## src/rtl/acr_pkg.sv

```systemverilog
package acr_pkg;
  typedef enum logic [1:0] {
    OPS_16  = 2'b00,
    OPS_32  = 2'b01,
    OPS_64  = 2'b10,
    OPS_64X = 2'b11
  } opsize_e;

  // bit ranges that survive the shaping
  localparam int unsigned LOW_KEEP_LO  = 8;
  localparam int unsigned LOW_KEEP_HI  = 15;
  localparam int unsigned WIDE_KEEP_LO = 20;
  localparam int unsigned WIDE_KEEP_HI = 23;
endpackage

```

## src/rtl/acr_gate.sv

```systemverilog
module acr_gate #(
  parameter int unsigned OFF_W  = 16,
  parameter int unsigned PL_W   = 2,
  parameter int unsigned TYPE_W = 4,
  localparam int unsigned NTYPE = 1 << TYPE_W
) (
  input  logic [OFF_W-1:0]  sel_off,
  input  logic [OFF_W-1:0]  tbl_limit,
  input  logic [TYPE_W-1:0] desc_type,
  input  logic [NTYPE-1:0]  type_ok_mask,
  input  logic              is_conf_code,
  input  logic [PL_W-1:0]   desc_dpl,
  input  logic [PL_W-1:0]   cur_pl,
  input  logic [PL_W-1:0]   req_pl,
  output logic              pass
);
  logic lim_ok;
  logic type_ok;
  logic priv_ok;

  always_comb begin
    lim_ok  = (sel_off <= tbl_limit);
    type_ok = type_ok_mask[desc_type];
    priv_ok = is_conf_code || ((cur_pl <= desc_dpl) && (req_pl <= desc_dpl));
    pass    = lim_ok && type_ok && priv_ok;
  end
endmodule

```

## src/rtl/acr_shaper.sv

```systemverilog
module acr_shaper
  import acr_pkg::*;
#(
  parameter int unsigned AR_W   = 32,
  parameter int unsigned DEST_W = 64
) (
  input  logic [AR_W-1:0]   ar_word,
  input  logic [1:0]        op_size,
  output logic [DEST_W-1:0] shaped
);
  logic narrow;
  assign narrow = (op_size == OPS_16);

  for (genvar i = 0; i < DEST_W; i++) begin : g_bit
    if (i < AR_W) begin : g_src
      localparam bit KEEP_LOW  = (i >= LOW_KEEP_LO) && (i <= LOW_KEEP_HI);
      localparam bit KEEP_WIDE = (i >= WIDE_KEEP_LO) && (i <= WIDE_KEEP_HI);
      if (KEEP_LOW) begin : g_low
        assign shaped[i] = ar_word[i];
      end else if (KEEP_WIDE) begin : g_wide
        assign shaped[i] = ar_word[i] & ~narrow;
      end else begin : g_clr
        assign shaped[i] = 1'b0;
      end
    end else begin : g_ext
      assign shaped[i] = 1'b0;
    end
  end
endmodule

```

## src/rtl/acr_result_reg.sv

```systemverilog
module acr_result_reg #(
  parameter int unsigned DEST_W = 64
) (
  input  logic              clk,
  input  logic              rst_n,
  input  logic              req_vld,
  input  logic              pass,
  input  logic [DEST_W-1:0] shaped,
  output logic              res_vld,
  output logic [DEST_W-1:0] dest_val,
  output logic              dest_we,
  output logic              zf
);
  logic              vld_q, vld_d;
  logic              we_q, we_d;
  logic              zf_q, zf_d;
  logic [DEST_W-1:0] val_q, val_d;
  logic              upd_en;

  assign upd_en = req_vld;

  always_comb begin
    vld_d = req_vld;
    we_d  = req_vld && pass;
    zf_d  = pass;
    val_d = pass ? shaped : '0;
  end

  always_ff @(posedge clk or negedge rst_n) begin
    if (!rst_n) begin
      vld_q <= 1'b0;
      we_q  <= 1'b0;
    end else begin
      vld_q <= vld_d;
      we_q  <= we_d;
    end
  end

  always_ff @(posedge clk or negedge rst_n) begin
    if (!rst_n) begin
      zf_q  <= 1'b0;
      val_q <= '0;
    end else if (upd_en) begin
      zf_q  <= zf_d;
      val_q <= val_d;
    end
  end

  assign res_vld  = vld_q;
  assign dest_we  = we_q;
  assign zf       = zf_q;
  assign dest_val = val_q;
endmodule

```

## src/rtl/acr_unit.sv

```systemverilog
module acr_unit #(
  parameter int unsigned OFF_W  = 16,
  parameter int unsigned PL_W   = 2,
  parameter int unsigned TYPE_W = 4,
  parameter int unsigned AR_W   = 32,
  parameter int unsigned DEST_W = 64,
  localparam int unsigned NTYPE = 1 << TYPE_W
) (
  input  logic              clk,
  input  logic              rst_n,
  input  logic              req_vld,
  input  logic [OFF_W-1:0]  sel_off,
  input  logic [OFF_W-1:0]  tbl_limit,
  input  logic [TYPE_W-1:0] desc_type,
  input  logic [NTYPE-1:0]  type_ok_mask,
  input  logic              is_conf_code,
  input  logic [PL_W-1:0]   desc_dpl,
  input  logic [PL_W-1:0]   cur_pl,
  input  logic [PL_W-1:0]   req_pl,
  input  logic [AR_W-1:0]   ar_word,
  input  logic [1:0]        op_size,
  output logic              res_vld,
  output logic [DEST_W-1:0] dest_val,
  output logic              dest_we,
  output logic              zf
);
  logic              pass;
  logic [DEST_W-1:0] shaped;

  acr_gate #(.OFF_W(OFF_W), .PL_W(PL_W), .TYPE_W(TYPE_W)) u_gate (
    .sel_off      (sel_off),
    .tbl_limit    (tbl_limit),
    .desc_type    (desc_type),
    .type_ok_mask (type_ok_mask),
    .is_conf_code (is_conf_code),
    .desc_dpl     (desc_dpl),
    .cur_pl       (cur_pl),
    .req_pl       (req_pl),
    .pass         (pass)
  );

  acr_shaper #(.AR_W(AR_W), .DEST_W(DEST_W)) u_shape (
    .ar_word (ar_word),
    .op_size (op_size),
    .shaped  (shaped)
  );

  acr_result_reg #(.DEST_W(DEST_W)) u_out (
    .clk      (clk),
    .rst_n    (rst_n),
    .req_vld  (req_vld),
    .pass     (pass),
    .shaped   (shaped),
    .res_vld  (res_vld),
    .dest_val (dest_val),
    .dest_we  (dest_we),
    .zf       (zf)
  );
endmodule

```

## config.mk

```make
export PLATFORM = sky130hd
export DESIGN_NAME = acr_unit
export DESIGN_NICKNAME = d
export VERILOG_FILES = /design/src/rtl/acr_pkg.sv /design/src/rtl/acr_gate.sv /design/src/rtl/acr_shaper.sv /design/src/rtl/acr_result_reg.sv /design/src/rtl/acr_unit.sv
export SDC_FILE = /design/constraint.sdc
export NUM_CORES = 1
export LEC_CHECK = 0
export ABC_CLOCK_PERIOD_IN_PS = 1960
export BUFFER_PORTS_ARGS = -buffer_cell sky130_fd_sc_hd__buf_2
export CAP_MARGIN = 5
export CORE_MARGIN = 4
export CORE_UTILIZATION = 40
export CTS_BUF_LIST = sky130_fd_sc_hd__clkbuf_4 sky130_fd_sc_hd__clkbuf_8 sky130_fd_sc_hd__clkbuf_16
export DETAILED_ROUTE_END_ITERATION = 8
export PLACE_DENSITY = 0.86
export SKIP_CTS_REPAIR_TIMING = 1
export SYNTH_ARGS = -nofsm -noshare
export SYNTH_HDL_FRONTEND = slang
export SYNTH_SLANG_ARGS = --single-unit
```

## constraint.sdc

```tcl
create_clock -name clk -period 1.96 [get_ports clk]
set_input_delay 0.196 -clock clk [delete_from_list [all_inputs] [get_ports clk]]
set_output_delay 0.196 -clock clk [all_outputs]
set_load 0.02 [all_outputs]
```

Yosys cells after proc, flatten, opt, wreduce, memory -nomap -nowiden
Cells that the tools add are included.
{"block": "word_totals", "elab_cells": 22, "reg_bits": 67, "output_inout_bits": 67}
{"block": "op_classes", "n_lt_le_gt_ge": 4, "n_bitwise": 5, "reduce_logical": 6, "muxes": 3}
{"op": "2-to-1 mux 24 bit", "n": 1}
{"op": "less-or-equal comparator 16 bit", "n": 1}
{"op": "< comparator 4 x 5 -> 1 bit (second input constant)", "n": 1}
{"op": "AND 1 bit", "n": 4}
{"op": "binary-select mux 1 bit (select 4 bit)", "n": 1}
{"op": "less-or-equal comparator 2 bit", "n": 2}
{"op": "logical AND 1 bit", "n": 4}
{"op": "zero test 2 bit", "n": 1}
{"op": "logical OR 1 bit", "n": 1}
{"op": "2-to-1 mux 1 bit", "n": 1}
{"op": "NOT 1 bit", "n": 1}

Depth between registers and ports, before layout
Gate-level depths: netlist of run 1.
{"block": "depth", "word_depth": 5, "ltp_mapped": 8}

Hierarchy
A second synthesis of run 1 with hierarchy kept.
{"block": "unflattened", "hier_cells": 421, "hier_area_um2": 3827.4}
{"module": "acr_result_reg", "instances": 1, "seq_area_each_um2": 1676.6, "area_per_inst_um2": 2715.1, "cells_per_inst": 279}
{"module": "acr_gate", "instances": 1, "seq_area_each_um2": 0.0, "area_per_inst_um2": 628.1, "cells_per_inst": 77}
{"module": "acr_shaper", "instances": 1, "seq_area_each_um2": 0.0, "area_per_inst_um2": 484.2, "cells_per_inst": 65}

Worst setup path before layout of run 1
OpenSTA, ideal clock, no wires.
{"block": "synth_path", "path_type": "input -> register", "startpoint": "in tbl_limit[15]", "endpoint": "reg u_out.val_q[8], in the netlist u_out.dest_val[8]", "slack_ns": 0.176, "t_arrival_ns": 1.630, "setup_time_ns": 0.154, "n_path_buf": 1, "cell_stages": 8, "path_cell_list": "inv_1 > ha_1 > nand4_1 > nor3_1 > a21boi_0 > o31a_1 > buf_2 > o32ai_4"}
{"block": "synth_via", "elab_chain_len": 4}
{"item": "start: declaration", "line": "acr_unit.sv:13", "text": "input logic [OFF_W-1:0] tbl_limit,"}
{"item": "less-or-equal comparator 16 bit", "line": "acr_gate.sv:22", "text": "lim_ok = (sel_off <= tbl_limit);"}
{"item": "logical AND 1 bit (2 in series)", "line": "acr_gate.sv:25", "text": "pass = lim_ok && type_ok && priv_ok;"}
{"item": "2-to-1 mux 24 bit", "line": "acr_result_reg.sv:26", "text": "val_d = pass ? shaped : '0;"}
{"item": "end signal: assignment", "line": "acr_result_reg.sv:45", "text": "val_q <= val_d;"}
{"item": "end: declaration", "line": "acr_result_reg.sv:17", "text": "logic [DEST_W-1:0] val_q, val_d;"}
No other way between the ends.
A chain may end at the register's enable or synchronous reset.

Worst setup path after layout of run 1
{"block": "layout_path", "startpoint": "in sel_off[11]", "endpoint": "reg u_out.val_q[21], in the netlist u_out.dest_val[21]"}
{"block": "layout_via", "elab_chain_len": 4}
{"item": "start: declaration", "line": "acr_unit.sv:12", "text": "input logic [OFF_W-1:0] sel_off,"}
{"item": "less-or-equal comparator 16 bit", "line": "acr_gate.sv:22"}
{"item": "logical AND 1 bit (2 in series)", "line": "acr_gate.sv:25"}
{"item": "2-to-1 mux 24 bit", "line": "acr_result_reg.sv:26"}
No other way between the ends.

==> results of run 1 <==
kinds of logic (layout without fill, tap and decap cells):
group                      count (synthesis)  in the layout  synth area share
other                                      1             52           0.00217
and+or+nand+nor                           19             19            0.0601
muxes                                      7              7            0.0783
AOI/OAI and AO/OA                         29             29             0.172
adders and majority gates                 20             20             0.145
DFF                                       15             15             0.217
buffers and inverters                     95            139             0.325
stage by stage:
step / utilization / TNS (ns)
after CTS: 0.519 / 0
final: 0.522 / 0
after detailed placement: 0.508 / -0.0138
after global routing: 0.522 / 0
after global placement: 0.508 / 0
after floorplan: - / 0
worst max-delay path: cells and delay by family:
family,cells,cell delay (ns)
buffers and inverters,2,0.26
adders and majority gates,1,0.32
AOI/OAI and AO/OA,5,1.05
registers in the layout (all words and copies together) (netlist names):
name,cells
u_out.dest_we,1
u_out.res_vld,1
u_out.zf,1
u_out.dest_val,12
worst paths after layout:
check / from / end / slack [ns] / cells past startpoint
min in group asynchronous: rst_n / u_out.dest_val[12] / 0.39 / 2
max reg2reg: u_out.dest_val[8] / u_out.dest_val[8] / 1.30 / 2
min reg2reg: u_out.dest_val[22] / u_out.dest_val[22] / 0.49 / 2
max: sel_off[11] / u_out.dest_val[21] / 0.26 / 8
min: ar_word[22] / u_out.dest_val[22] / 0.20 / 3
max in group asynchronous: rst_n / u_out.dest_val[22] / 1.33 / 2
cells in the mapped netlist, drive strengths merged:
library cell,count
o32ai,8
mux2i,3
nand4,3
nand2b,4
o31a,1
o21a,1
clkbuf,1
and4,1
nor2b,3
a21oi,6
o22ai,1
o211ai,2
inv,40
ha,20
a2bb2oi,2
a21boi,1
buf,54
o41ai,4
nor3,1
a211oi,1
mux4,4
o221ai,1
nor2,3
conb,1
a21o,1
nand3,1
nand2,3
dfrtp,15
area by class of cell:
cell class | instances | area share
well taps | 50 | 0.0293
clock buffers | 3 | 0.0194
flip-flops and latches | 15 | 0.176
repair buffers | 95 | 0.242
inverters | 40 | 0.0704
clock inverters | 1 | 0.00235
multi-input cells | 127 | 0.461
layer usage:
layer / up-vias / global-route usage / routed length [µm]
li1: 716 / - / -
met1: 622 / 0.133 / 1290
met2: 83 / 0.219 / 1880
met3: 0 / 0.0246 / 470
met4: 0 / 0.0121 / 0
met5: - / 0 / 0
where the power goes:
group | total [mW] | switching [mW] | internal, mW | leakage, nW
clock network | 0.241 | 0.101 | 0.140 | 0.0255
logic | 0.453 | 0.272 | 0.181 | 1.07
registers | 0.349 | 0.0131 | 0.336 | 0.202
total | 1.04 | 0.386 | 0.658 | 1.29
placed cells by master, fill, tap and decap left out, drive strengths merged, types with 2 or more instances in the layout:
master / count
clkbuf: 3
nand2: 3
o32ai: 8
nor2b: 3
mux2i: 3
o41ai: 4
conb: 52
inv: 40
nor2: 3
o211ai: 2
nand2b: 4
mux4: 4
dfrtp: 15
a2bb2oi: 2
nand4: 3
a21oi: 6
ha: 20
buf: 94
==> impl_metrics.yaml, run 1 <==
finish:
  final_cells: 331
  drive_gt1_frac: 0.381
  nNetsFinal: 398
  areaGrowthSynthToFinish_pct: 23.5
  fill_cells: 379
  fin_area_um2: 2130
  multi_input_area_um2: 982
  regArea_um2: 375
  antennaDiodeCount: 0
timing:
  rsz0062_at_grt: "no"
  holdWs_ns: 0.204
  slew_headroom: 0.656
  setup_viol: 0
  fin_ws_ns: 0.261
  tightest_slew_ns: 0.514
  finalCritPeriodShare: 0.867
  fmaxAchievable_ghz: 0.589
  finClkSkew_ns: 0
  final_hold_viol_count: 0
  slew_viol_final: 0
  min_period_ns: 1.70
floorplanning:
  initial_utilization: 0.423
  dieWidth_um: 73.7
  num_rows: 23
  io-pin-count: 163
  fp.dieH_um: 73.7
  core-area_um2: 4090
  die-area_um2: 5430
power_and_ir_drop:
  p_leak_nw: 1.29
  ir_worst_vdd_uv: 498
  total_power_mw: 1.04
  p_per_area_nw_per_um2: 490
clock_tree:
  cts.path.max_buffers: 2
  clk_pin_slew_ns: 0.06
  ctsHtreeMaxLevel: 1
  numClockSinks: 15
  clk_latency_ns: 0.24
  cts-root-buf: "clkbuf_8"
  cts_tree: "built"
  numCtsBuffers: 3
run_status:
  status: "finished, final reports clean"
logic_synthesis:
  synth_area_leaders: "buf_4 23%, dfrtp_1 22%, ha_1 14%"
  yosysSeqAreaShare: 0.217
  syn-cell-area_um2: 1730
  synth_top_area_share: 0.226
  synth_warnings: 0
  yosysTopAreaCell: "buf_4"
  synthCells: 186
  ys_types: 32
  ys_ff_latch: 15
  avgSynthCellArea_um2: 9.28
critical_path:
  cp_slowest_cell: "o41ai_1"
  critPathMaxFanout: 14
  cp-end-kind: "flip-flop"
  startpoint_type: "primary input"
  cp_cell_sequence: "buf_2, ha_1, a21oi_1, o21a_1, o221ai_1, o31a_1, buf_12, o41ai_1"
  crit_arrival_ns: 1.82
  slowest_delay_ns: 0.36
  worst-setup-path-type: "primary input to flip-flop"
  worstPathRequired_ns: 2.08
placement:
  place_ws_ns: -0.0138
  dp_hpwl_um: 3220
  portBuffers: 90
  dp_cells: 326
  place_congestion: 0.747
  placed_cell_area_um2: 2080
hold_path:
  worst_hold_path_type: "primary input to flip-flop"
job:
  drv_cap: 0
detailed_routing:
  drtAntennaViolNets: 0
  wl_um: 3640
  vias: 1421
  vias_per_cell: 4.29
  wire_per_inst_um: 11.0
  drtIter0Drc: 5
  drtPass1Iterations: 4
  drc: 0
global_route:
  grt_pass1_wl_um: 5090
  antenna_found_initial: 0
  grt_max_degree: 16
  grt_use_total: 0.114
  overflow: 0
  grt_pass1_vias: 1271
Power figures use the tool's default switching activity.
==> run 2: changes to the inputs <==
Settings changed: ABC_AREA set to 1, CORE_UTILIZATION 40 to 41, PLACE_DENSITY 0.86 to 0.87.
==> impl_metrics.yaml, run 2 <==
run_status:
  status: "finished, final reports clean"
critical_path:
  critPathMaxFanout: 13
  cp_slowest_cell: "nor2_4"
  rr_endpoint: "u_out.dest_val[8]"
  startpoint_type: "primary input"
  crit_arrival_ns: 1.65
  cp-end-kind: "flip-flop"
  reg2reg_from: "u_out.dest_val[8]"
  reg2reg_depth: 2
  rrSetupSlack_ns: 1.35
  worst-setup-path-type: "primary input to flip-flop"
  crit_top_cell: "nand2_1"
  cp_cell_sequence: "buf_2, inv_1, ha_1, nand2_1, nand2_1, nand2_1, nand2_1, a21oi_1, nand2_1, nor2_4, nand3_1, nand2_1"
  slowest_delay_ns: 0.37
  worstPathRequired_ns: 2.15
finish:
  final_common_cell: "buf_2"
  fill_cells: 399
  nNetsFinal: 459
  final_cell_mix: "90 x buf_2, 70 x nand2_1, 52 x conb_1"
  final_cells: 392
  drive_gt1_frac: 0.322
  antennaDiodeCount: 0
  largest_reg_flops: 12
  areaGrowthSynthToFinish_pct: 19.9
detailed_routing:
  vias_per_cell: 4.16
  vias: 1631
  drtPass1Iterations: 4
  drtAntennaViolNets: 0
  drc: 0
  wire_per_inst_um: 9.60
  drtIter0Drc: 60
  wl_um: 3770
global_route:
  grt_max_degree: 16
  overflow: 0
  grt_pass1_vias: 1482
  grt_use_total: 0.133
  antenna_found_initial: 0
  grt_pass1_wl_um: 5770
clock_tree:
  clk_pin_slew_ns: 0.06
  numClockSinks: 15
  cts_tree: "built"
  cts.path.max_buffers: 2
  cts-root-buf: "clkbuf_8"
  clk_latency_ns: 0.25
  ctsHtreeMaxLevel: 1
  numCtsBuffers: 3
placement:
  dp_cells: 387
  place_ws_ns: 0.213
  portBuffers: 90
  dp_hpwl_um: 3380
  place_congestion: 0.796
timing:
  final_hold_viol_count: 0
  min_period_ns: 1.46
  slew_viol_final: 0
  finalCritPeriodShare: 0.745
  holdWs_ns: 0.0653
  fmaxAchievable_ghz: 0.685
  tns_ns: 0
  fin_ws_ns: 0.499
  rsz0062_at_grt: "no"
  setup_viol: 0
  finClkSkew_ns: 0
floorplanning:
  num_rows: 23
  die-area_um2: 5410
  io-pin-count: 163
  dieWidth_um: 73.6
  core-area_um2: 4090
  initial_utilization: 0.431
  fp.dieH_um: 73.6
logic_synthesis:
  yosysTopAreaCell: "buf_4"
  yosysSeqAreaShare: 0.213
  syn-cell-area_um2: 1760
  yosysMostFrequentCell: "nand2_1"
  ys.flop_type: "dfrtp_1"
  synthCells: 250
  netlist_top_cells_count: "70 x nand2_1, 53 x buf_4, 34 x inv_1"
  ys_ff_latch: 15
  synthArstFlopShare: 1.00
  synth_top_area_share: 0.226
  synth_warnings: 0
  avgSynthCellArea_um2: 7.05
  synth_edf_count: 0
  synth_area_leaders: "buf_4 23%, dfrtp_1 21%, nand2_1 15%"
  ys_types: 22
hold_path:
  min_delay_worst_endpoint: "u_out.res_vld"
  worst_hold_path_type: "primary input to flip-flop"
  worstHoldStart: "req_vld"
  hold_path_depth: 1
power_and_ir_drop:
  p_per_area_nw_per_um2: 486
  p_leak_nw: 1.41
  total_power_mw: 1.03
  ir_worst_vdd_uv: 188
job:
  drv_cap: 0
==> run 2: changes by cell type after synthesis, moves of 3 or more <==
| cell | change |
|---|---|
| inv_1 | -6 |
| mux2i_1 | -3 |
| mux4_1 | -4 |
| nand2_1 | +67 |
| nand2b_1 | -4 |
| nand3_1 | +14 |
| nand3_2 | +9 |
| nor2_1 | +8 |
| nor2b_1 | -3 |
| o32ai_2 | -7 |
| o41ai_1 | -4 |
==> run 2: cell type report <==
type	instances	area (µm²)	share of cell area
tap	50	62.6	0.0296
clock buffer	3	41.3	0.0195
sequential	15	375	0.178
timing repair buffer	93	475	0.225
multi-input combinational	194	1010	0.480
clock inverter	1	5.00	0.00237
inverter	36	140	0.0663
==> run 2: worst max path at each step <==
stage / startpoint / endpoint / slack [ns] / cells after the start
final: desc_dpl[1] / u_out.dest_val[9] / 0.50 / 12
after global routing: desc_dpl[1] / u_out.dest_val[9] / 0.36 / 12
after CTS: desc_dpl[1] / u_out.dest_val[9] / 0.48 / 12
after detailed placement: desc_dpl[1] / u_out.dest_val[23] / 0.21 / 12
after global placement: desc_dpl[1] / u_out.dest_val[9] / 0.29 / 12
after floorplan: tbl_limit[15] / u_out.dest_val[9] / 0.55 / 10
==> run 2: report_power, final <==
group | internal, mW | leakage, nW | switching, mW
Combinational | 0.148 | 1.19 | 0.282
Clock | 0.141 | 0.0255 | 0.110
Sequential | 0.335 | 0.202 | 0.0118
==> run 2: metrics by stage <==
stage          cell area (µm²)  utilization
3_3_place_gp              2060        0.504
2_1_floorplan             1950            -
4_1_cts                   2100        0.515
5_1_grt                   2110        0.517
3_5_place_dp              2060        0.504
6_report                  2110        0.517
==> run 2: kinds of logic after synthesis <==
logic type               share of synthesized area
AO/OA/AOI/OAI                               0.0326
adder cells (fa/ha/maj)                      0.142
buffers and inverters                        0.320
flip-flops                                   0.213
other                                      0.00213
AND/OR/NAND/NOR                              0.290
==> run 2: layer usage <==
metal / share of wire / global-route usage / vias up
met2: 0.52 / 0.261 / 82
li1: - / - / 848
met4: 0.015 / 0.0584 / 0
met1: 0.35 / 0.136 / 695
met3: 0.11 / 0.0192 / 6
met5: 0 / 0 / -
==> run 2: worst max-delay path: cells and delay by family <==
family | cells | cell delay [ns]
buffers and inverters | 2 | 0.12
adder cells (fa/ha/maj) | 1 | 0.30
AND/OR/NAND/NOR | 8 | 0.92
AO/OA/AOI/OAI | 1 | 0.12
